$ cat config.mk
export PLATFORM = sky130hd
export DESIGN_NAME = vol_sync_updater
export DESIGN_NICKNAME = d
export VERILOG_FILES = /design/src/rtl/vu_pkg.sv /design/src/rtl/vu_write_decode.sv /design/src/rtl/vu_zc_detect.sv /design/src/rtl/vu_commit.sv /design/src/rtl/vol_sync_updater.sv
export SDC_FILE = /design/constraint.sdc
export NUM_CORES = 1
export LEC_CHECK = 0
export BUFFER_PORTS_ARGS = -buffer_cell sky130_fd_sc_hd__clkbuf_2
export CORE_ASPECT_RATIO = 1.2
export CORE_MARGIN = 8
export CORE_UTILIZATION = 24
export CTS_CLUSTER_DIAMETER = 30
export DETAILED_ROUTE_END_ITERATION = 6
export GPL_ROUTABILITY_DRIVEN = 0
export GPL_TIMING_DRIVEN = 0
export REMOVE_ABC_BUFFERS = 1
export SKIP_CTS_REPAIR_TIMING = 1
export SLEW_MARGIN = 0
export SYNTH_ARGS = -nofsm -noshare
export SYNTH_HDL_FRONTEND = slang
export SYNTH_SLANG_ARGS = --single-unit
$ cat constraint.sdc
create_clock -name clk -period 1.4 [get_ports clk]
set_input_delay 0.28 -clock clk [delete_from_list [all_inputs] [get_ports clk]]
set_output_delay 0.28 -clock clk [all_outputs]
set_load 0.05 [all_outputs]
$ cat src/rtl/vu_pkg.sv
package vu_pkg;

    localparam int NUM_CH = 2;
    localparam int CH_L   = 0;
    localparam int CH_R   = 1;

    // Control bits carried above the gain code in a write
    typedef struct packed {
        logic commit;
        logic zc_en;
        logic mute;
    } wr_flags_t;

    // Timeout progress of a pending commit
    typedef enum logic {
        TMO_FIRST  = 1'b0,
        TMO_SECOND = 1'b1
    } tmo_phase_t;

    function automatic wr_flags_t unpack_flags(input logic [2:0] hi);
        wr_flags_t f;
        f.commit = hi[2];
        f.zc_en  = hi[1];
        f.mute   = hi[0];
        return f;
    endfunction

    // Sign change against the previous sample, or an exact zero
    function automatic logic sign_flip(input logic prev_neg,
                                       input logic cur_neg,
                                       input logic cur_zero);
        return (prev_neg != cur_neg) || cur_zero;
    endfunction

endpackage

$ cat src/rtl/vu_write_decode.sv
module vu_write_decode
    import vu_pkg::*;
#(
    parameter int          GAIN_W     = 6,
    parameter int unsigned RESET_GAIN = 23
) (
    input  logic                             clk,
    input  logic                             rst,
    input  logic                             wr_en,
    input  logic                             wr_sel,
    input  logic [GAIN_W+2:0]                wr_data,
    output logic [NUM_CH-1:0][GAIN_W-1:0]    pend_gain,
    output logic [NUM_CH-1:0]                pend_mute,
    output logic [NUM_CH-1:0]                zc_en,
    output logic                             upd_req
);
    localparam int FLAG_LO = GAIN_W;

    wr_flags_t flags;

    assign flags   = unpack_flags(wr_data[FLAG_LO+2:FLAG_LO]);
    assign upd_req = wr_en && flags.commit;

    for (genvar ch = 0; ch < NUM_CH; ch++) begin : g_ch
        logic hit;
        assign hit = wr_en && (wr_sel == 1'(ch));

        always_ff @(posedge clk) begin
            if (rst) begin
                pend_gain[ch] <= GAIN_W'(RESET_GAIN);
                pend_mute[ch] <= 1'b0;
                zc_en[ch]     <= 1'b0;
            end else if (hit) begin
                pend_gain[ch] <= wr_data[GAIN_W-1:0];
                pend_mute[ch] <= flags.mute;
                zc_en[ch]     <= flags.zc_en;
            end
        end
    end

endmodule

$ cat src/rtl/vu_zc_detect.sv
module vu_zc_detect
    import vu_pkg::*;
#(
    parameter int SMP_W = 16
) (
    input  logic             clk,
    input  logic             rst,
    input  logic             smp_valid,
    input  logic [SMP_W-1:0] smp,
    output logic             xing
);
    logic prev_neg_q;
    logic cur_neg;
    logic cur_zero;

    assign cur_neg  = smp[SMP_W-1];
    assign cur_zero = (smp == '0);
    assign xing     = smp_valid && sign_flip(prev_neg_q, cur_neg, cur_zero);

    always_ff @(posedge clk) begin
        if (rst) begin
            prev_neg_q <= 1'b0;
        end else if (smp_valid) begin
            prev_neg_q <= cur_neg;
        end
    end

endmodule

$ cat src/rtl/vu_commit.sv
module vu_commit
    import vu_pkg::*;
#(
    parameter int          GAIN_W     = 6,
    parameter int unsigned RESET_GAIN = 23
) (
    input  logic              clk,
    input  logic              rst,
    input  logic              upd_req,
    input  logic              zc_en,
    input  logic              xing,
    input  logic              tick,
    input  logic [GAIN_W-1:0] pend_gain,
    input  logic              pend_mute,
    output logic [GAIN_W-1:0] act_gain,
    output logic              act_mute,
    output logic              pend_q
);
    tmo_phase_t phase_q;
    logic       tmo_fire;
    logic       commit;

    assign tmo_fire = tick && (phase_q == TMO_SECOND);
    assign commit   = pend_q && (!zc_en || xing || tmo_fire);

    // Pending flag and timeout phase
    always_ff @(posedge clk) begin
        if (rst) begin
            pend_q  <= 1'b0;
            phase_q <= TMO_FIRST;
        end else if (commit) begin
            pend_q  <= upd_req;
            phase_q <= TMO_FIRST;
        end else if (upd_req && !pend_q) begin
            pend_q  <= 1'b1;
            phase_q <= TMO_FIRST;
        end else if (pend_q && tick) begin
            phase_q <= TMO_SECOND;
        end
    end

    // Active setting
    always_ff @(posedge clk) begin
        if (rst) begin
            act_gain <= GAIN_W'(RESET_GAIN);
            act_mute <= 1'b0;
        end else if (commit) begin
            act_gain <= pend_gain;
            act_mute <= pend_mute;
        end
    end

endmodule

$ cat src/rtl/vol_sync_updater.sv
module vol_sync_updater
    import vu_pkg::*;
#(
    parameter int          GAIN_W     = 6,
    parameter int          SMP_W      = 16,
    parameter int unsigned RESET_GAIN = 23
) (
    input  logic              clk,
    input  logic              rst,
    input  logic              wr_en,
    input  logic              wr_sel,
    input  logic [GAIN_W+2:0] wr_data,
    input  logic              smp_l_valid,
    input  logic [SMP_W-1:0]  smp_l,
    input  logic              smp_r_valid,
    input  logic [SMP_W-1:0]  smp_r,
    input  logic              tmo_tick,
    output logic [GAIN_W-1:0] gain_l,
    output logic [GAIN_W-1:0] gain_r,
    output logic              mute_l,
    output logic              mute_r
);
    logic [NUM_CH-1:0][GAIN_W-1:0] pend_gain;
    logic [NUM_CH-1:0]             pend_mute;
    logic [NUM_CH-1:0]             zc_en;
    logic                          upd_req;
    logic [NUM_CH-1:0]             smp_valid_v;
    logic [NUM_CH-1:0][SMP_W-1:0]  smp_v;
    logic [NUM_CH-1:0]             xing;
    logic [NUM_CH-1:0][GAIN_W-1:0] act_gain;
    logic [NUM_CH-1:0]             act_mute;
    logic [NUM_CH-1:0]             pend_q;

    assign smp_valid_v[CH_L] = smp_l_valid;
    assign smp_valid_v[CH_R] = smp_r_valid;
    assign smp_v[CH_L]       = smp_l;
    assign smp_v[CH_R]       = smp_r;

    vu_write_decode #(
        .GAIN_W     (GAIN_W),
        .RESET_GAIN (RESET_GAIN)
    ) u_dec (
        .clk       (clk),
        .rst       (rst),
        .wr_en     (wr_en),
        .wr_sel    (wr_sel),
        .wr_data   (wr_data),
        .pend_gain (pend_gain),
        .pend_mute (pend_mute),
        .zc_en     (zc_en),
        .upd_req   (upd_req)
    );

    for (genvar ch = 0; ch < NUM_CH; ch++) begin : g_ch
        vu_zc_detect #(
            .SMP_W (SMP_W)
        ) u_zc (
            .clk       (clk),
            .rst       (rst),
            .smp_valid (smp_valid_v[ch]),
            .smp       (smp_v[ch]),
            .xing      (xing[ch])
        );

        vu_commit #(
            .GAIN_W     (GAIN_W),
            .RESET_GAIN (RESET_GAIN)
        ) u_cm (
            .clk       (clk),
            .rst       (rst),
            .upd_req   (upd_req),
            .zc_en     (zc_en[ch]),
            .xing      (xing[ch]),
            .tick      (tmo_tick),
            .pend_gain (pend_gain[ch]),
            .pend_mute (pend_mute[ch]),
            .act_gain  (act_gain[ch]),
            .act_mute  (act_mute[ch]),
            .pend_q    (pend_q[ch])
        );
    end

    assign gain_l = act_gain[CH_L];
    assign gain_r = act_gain[CH_R];
    assign mute_l = act_mute[CH_L];
    assign mute_r = act_mute[CH_R];

endmodule

* After elaboration in Yosys (flattened, before gate mapping)
Index checks and enable logic that the tools add are counted.
** Word-level totals
- Register bits after elaboration :: 36
- Input port bits :: 48
- Output and inout bits :: 14
- Word-level logic and storage cells :: 52
** Cells by class
- Equal/unequal tests :: 2
- Mux-type cells :: 4
- Bitwise gates (word level) :: 1
- Reduce and logical (&&, ||, !) cells :: 29
** Operator list (number)
- $logic_not A16 Y1 :: 2
- $logic_and A1 B1 Y1 :: 13
- $logic_or A1 B1 Y1 :: 6
- $reduce_or A3 Y1 :: 2
- $logic_not A1 Y1 :: 4
- $mux W1 :: 4
- $reduce_bool A2 Y1 :: 2
- $ne A1 B1 Y1 :: 2
- $not A1 Y1 :: 1

* Logic depth before layout (Yosys ltp)
- Word-level depth :: 7
- Gate-level depth with buffers :: 5
- Depth with buffers taken out :: 4

* Cells and area by module
From an unflattened synthesis, not the netlist that was laid out.
** Unflattened totals
- Cells, all modules :: 171
- Area total of the unflattened synthesis :: 1645.3 µm²
** Modules (own cells, without submodules)
- vu_commit :: times used 2, cells each 42, area an instance 387.9 µm², seq. area each 180.2 µm²
- vu_write_decode :: times used 1, cells each 67, area an instance 681.9 µm², seq. area each 320.3 µm²
- vu_zc_detect :: times used 2, cells each 10, area an instance 93.8 µm², seq. area each 20.0 µm²

* Least setup slack after synthesis
No wires, ideal clock.
- Kind :: register -> register
- Start :: register g_ch[1].u_zc.prev_neg_q
- End :: register g_ch[1].u_cm.act_mute
- Setup time :: 0.073 ns
- Data arrival time :: 1.177 ns
- Required time :: 1.327 ns
- Path slack :: 0.150 ns
- Stages on the path, launching flop included :: 6
- Path buffers :: 1
- Clock period less this slack :: 1.250 ns
- Cells stage by stage :: dfxtp_1 xnor2_1 nand3_1 buf_2 or3_1 o211ai_2
** Between the ends
- Longest elaborated chain between the ends :: 6
** RTL lines
- start, declared :: RTL line vu_zc_detect.sv:12 : logic prev_neg_q;
- start signal, assigned :: RTL line vu_zc_detect.sv:24 : prev_neg_q <= cur_neg;
- $ne A1 B1 Y1 :: RTL line vu_pkg.sv:32 : return (prev_neg != cur_neg) || cur_zero;
- $logic_or A1 B1 Y1 :: RTL line vu_pkg.sv:32
- $logic_and A1 B1 Y1 :: RTL line vu_zc_detect.sv:18 : assign xing = smp_valid && sign_flip(prev_neg_q, cur_neg, cur_zero);
- $logic_or A1 B1 Y1 (2 in a row) :: RTL line vu_commit.sv:24 : assign commit = pend_q && (!zc_en || xing || tmo_fire);
- $logic_and A1 B1 Y1 :: RTL line vu_commit.sv:24
- end signal, assigned :: RTL line vu_commit.sv:49 : act_mute <= pend_mute;
- end, declared :: RTL line vu_commit.sv:16 : output logic act_mute,
No other way between the ends.
A chain may end at the register's enable or synchronous reset.

* Worst setup path after layout
- Start :: register g_ch[1].u_zc.prev_neg_q
- End :: register g_ch[1].u_cm.act_gain[5]
** Between the ends
- Longest elaborated chain between the ends :: 6
** RTL lines
- $ne A1 B1 Y1 :: RTL line vu_pkg.sv:32
- $logic_or A1 B1 Y1 :: RTL line vu_pkg.sv:32
- $logic_and A1 B1 Y1 :: RTL line vu_zc_detect.sv:18
- $logic_or A1 B1 Y1 (2 in a row) :: RTL line vu_commit.sv:24
- $logic_and A1 B1 Y1 :: RTL line vu_commit.sv:24
- end signal, assigned :: RTL line vu_commit.sv:45 : act_gain <= GAIN_W'(RESET_GAIN);
- end signal, assigned :: RTL line vu_commit.sv:48 : act_gain <= pend_gain;
- end, declared :: RTL line vu_commit.sv:15 : output logic [GAIN_W-1:0] act_gain,
No other way between the ends.

==> summary.md <==
| Metric | Value |
|---|---|
| Crit Path Max Fanout | `11` |
| Post-synth top area share | `43.84%` |
| Fin nets | `295` |
| Antenna violations before repair | `0` |
| Vias in the first global route | `1,514` |
| H-tree level count | `2` |
| Clock sinks | `36` |
| DIE AREA | `9766 um2` |
| Setup violators final | `0` |
| Num CTS Buffers | `5` |
| DR DRC count | `0` |
| First-pass GRT wire length | `6879 um` |
| First DRT Iteration DRCs | `30` |
| Critical Path Source | `g_ch[1].u_zc.prev_neg_q` |
| FF+latch count, synth | `36` |
| Die Wd | `91.56 um` |
| Worst reg2reg path depth | `4` |
| Grt met2 use | `14.95%` |
| Hold Path Depth | `3` |
| Setup CP Type | `reg -> reg` |
| Most used routing layer | `met2` |
| Share of post-route cells with drive strength above 1 | `36.69%` |
| Max transition margin | `66.39%` |
| Clk_lat worst skew | `0.29 ns` |
| Post-synthesis sequential area ratio | `43.84%` |
| Max cap viols | `0` |
| FF-to-FF End | `g_ch[1].u_cm.act_gain[5]` |
| Final Core Density | `32.63%` |
| Slew @ Worst Pin | `0.5014 ns` |
| Post-Syn Instances | `186` |
| Synth area leader | `dfxtp_1` |
| F_max | `775.1 MHz` |
| Gr ovfl total | `0` |
| Initial Util | `24.43%` |
| Root Buffer | `clkbuf_8` |
| Req. time, crit path | `1.62 ns` |
| # IOs | `62` |
| Clk buf depth | `2` |
| Crit start category | `register` |
| Final Cycle Share | `92.15%` |
| Area grow syn2layout | `33.56%` |
| Average wire per standard cell | `12.83 um` |
| Count leader, synth | `dfxtp_1` |
| R2R setup slack | `0.11 ns` |
| Async SR Flop Fraction | `0%` |
| Hold_sp | `wr_data[2]` |
| FP Rows | `33` |
| Met1 usage in global routing | `8.963%` |
| Worst EP arrival | `1.51 ns` |
| Worst setup EP type | `register` |
| Gr usage total | `8.526%` |
| ANT nets after route | `0` |
| Ranking of synthesized cells by area | `dfxtp_1 (44%), o211ai_1 (9.1%), mux2i_1 (6.1%), nand3_1 (4.9%), nand2_1 (4.8%)` |
| Max IR drop VDD | `0.3465 mV` |
| Leakage | `0.9277 nW` |
| Hold Path Class | `in -> reg` |
| Synth top cells by count | `dfxtp_1 (36), nand2_1 (21), o211ai_1 (20)` |
| Vias post-DR | `1,531` |
| Worst-path clk slew | `0.07 ns` |
| Power Dens Cells | `968.9 nW/um2` |
| Avg Inst Size Synth | `8.839 um2` |
| Total power | `0.002128 W` |
| Total Wirelength | `4299 um` |
| Core region area | `6730 um2` |
| Skew final | `0.004666 ns` |
| Status | `complete, no violations` |
| M3 GR Usage | `2.795%` |
| Warnings from Yosys | `0` |
| Worst setup path end | `g_ch[1].u_cm.act_gain[5]` |
| Period minus WS final | `1.290 ns` |
| Largest net degree at the start of global routing | `31` |
| DRT Pass-1 Iters | `4` |
| Pins Over Slew Limit | `0` |
| EDFF count, synth | `0` |
| Hold Vio Cnt, Final | `0` |
| Buffers on Ports | `61` |
| Worst r2r src | `g_ch[1].u_zc.prev_neg_q` |
| Die height | `106.7 um` |
| Post-detail-place hpwl | `3275 um` |
| Cell area after synthesis | `1644 um2` |
| CTS tree | `yes` |
| Antenna diodes | `0` |
| DR vias/cell | `4.570` |
| Number of distinct library cells after synthesis | `29` |
| Commonest register cell after synthesis | `dfxtp_1` |
per-layer routing:
layer,vias up,routed length [um],part of all wire [%]
met1,675,1753,41
met4,0,87,2.0
met5,-,0,0
met2,37,2203,51
li1,811,-,-
met3,8,255,5.9
power breakdown:
part	total, W	switching, W	leakage [nW]	internal [W]
logic	0.000268	0.000152	0.589	0.000116
clock network	0.000773	0.000373	0.0445	0.000400
registers	0.00109	0.0000247	0.294	0.00106
total	0.00213	0.000550	0.928	0.00158
layout by cell type (no fill, tap or decap), types with 2 or more instances in the layout:
| cell | synthesis | final |
|---|---|---|
| a211oi_1 | 2 | 2 |
| a21boi_4 | 0 | 2 |
| a21oi_1 | 6 | 6 |
| a31oi_1 | 2 | 2 |
| and4_2 | 0 | 2 |
| buf_4 | 2 | 5 |
| clkbuf_2 | 0 | 61 |
| clkbuf_8 | 0 | 6 |
| clkinvlp_4 | 0 | 2 |
| dfxtp_1 | 36 | 36 |
| inv_1 | 9 | 8 |
| mux2i_1 | 10 | 10 |
| nand2_1 | 21 | 20 |
| nand3_1 | 16 | 15 |
| nand3b_1 | 2 | 2 |
| nor2_1 | 8 | 8 |
| nor2b_2 | 0 | 3 |
| nor3b_1 | 2 | 2 |
| nor4_1 | 8 | 8 |
| o2111ai_1 | 6 | 6 |
| o211ai_1 | 20 | 20 |
| o211ai_2 | 2 | 2 |
| o21a_2 | 2 | 2 |
| o22ai_1 | 2 | 2 |
| or3_1 | 6 | 6 |
| xnor2_2 | 0 | 2 |
| xor2_1 | 2 | 2 |
per-stage QoR:
step	std cells	setup TNS (ns)	area [um2]	hold slack, ns	setup WS (ns)
finish	335	0	2196	0.2292	0.1098
global route	335	-0.0008064	2196	0.2346	-0.0008064
CTS	328	-3.658	2077	0.2246	-0.3296
detailed placement	320	-9.172	1983	0.4508	-0.5282
global placement	320	-8.405	1983	0.4437	-0.4998
floorplan	172	-0.2687	1569	0.3491	-0.06717
flip-flops by register name, indices dropped and copies added (netlist names):
signal,flops
u_dec.pend_mute,2
u_dec.zc_en,2
u_dec.pend_gain,12
g_ch.u_cm.pend_q,2
g_ch.u_cm.act_mute,2
g_ch.u_zc.prev_neg_q,2
g_ch.u_cm.phase_q,2
g_ch.u_cm.act_gain,12
worst max-delay path, stage by stage (launching register included):
cell,delay (ns)
dfxtp_1,0.34
xnor2_2,0.25
nand3_4,0.15
or3_1,0.39
o211ai_1,0.09
worst min path at each step:
stage	to	slack, ns
final	u_dec.pend_gain[2]	0.23
after floorplan	u_dec.pend_gain[11]	0.35
after detailed placement	u_dec.pend_mute[1]	0.45
after CTS	u_dec.pend_gain[2]	0.22
after global routing	u_dec.pend_gain[2]	0.23
after global placement	u_dec.pend_gain[9]	0.44
logic make-up after synthesis:
group	count (synthesis)	share of synthesized area (%)
AND/OR/NAND/NOR	69	21.23
AO/OA/AOI/OAI	44	20.09
flip-flops	36	43.84
buffers and inverters	23	6.621
multiplexers	10	6.089
XOR/XNOR	4	2.131
cell type report:
class                      count  area, um2
fill                         706       4534
multi-input combinational    128      887.1
sequential                    36      720.7
timing repair buffer          66      342.8
tap                           87      108.9
clock buffer                   7      86.33
inverter                       9      37.54
clock inverter                 1      7.507
timing repair inverter         1      5.005
No activity file was read; power rests on OpenSTA's default activity.
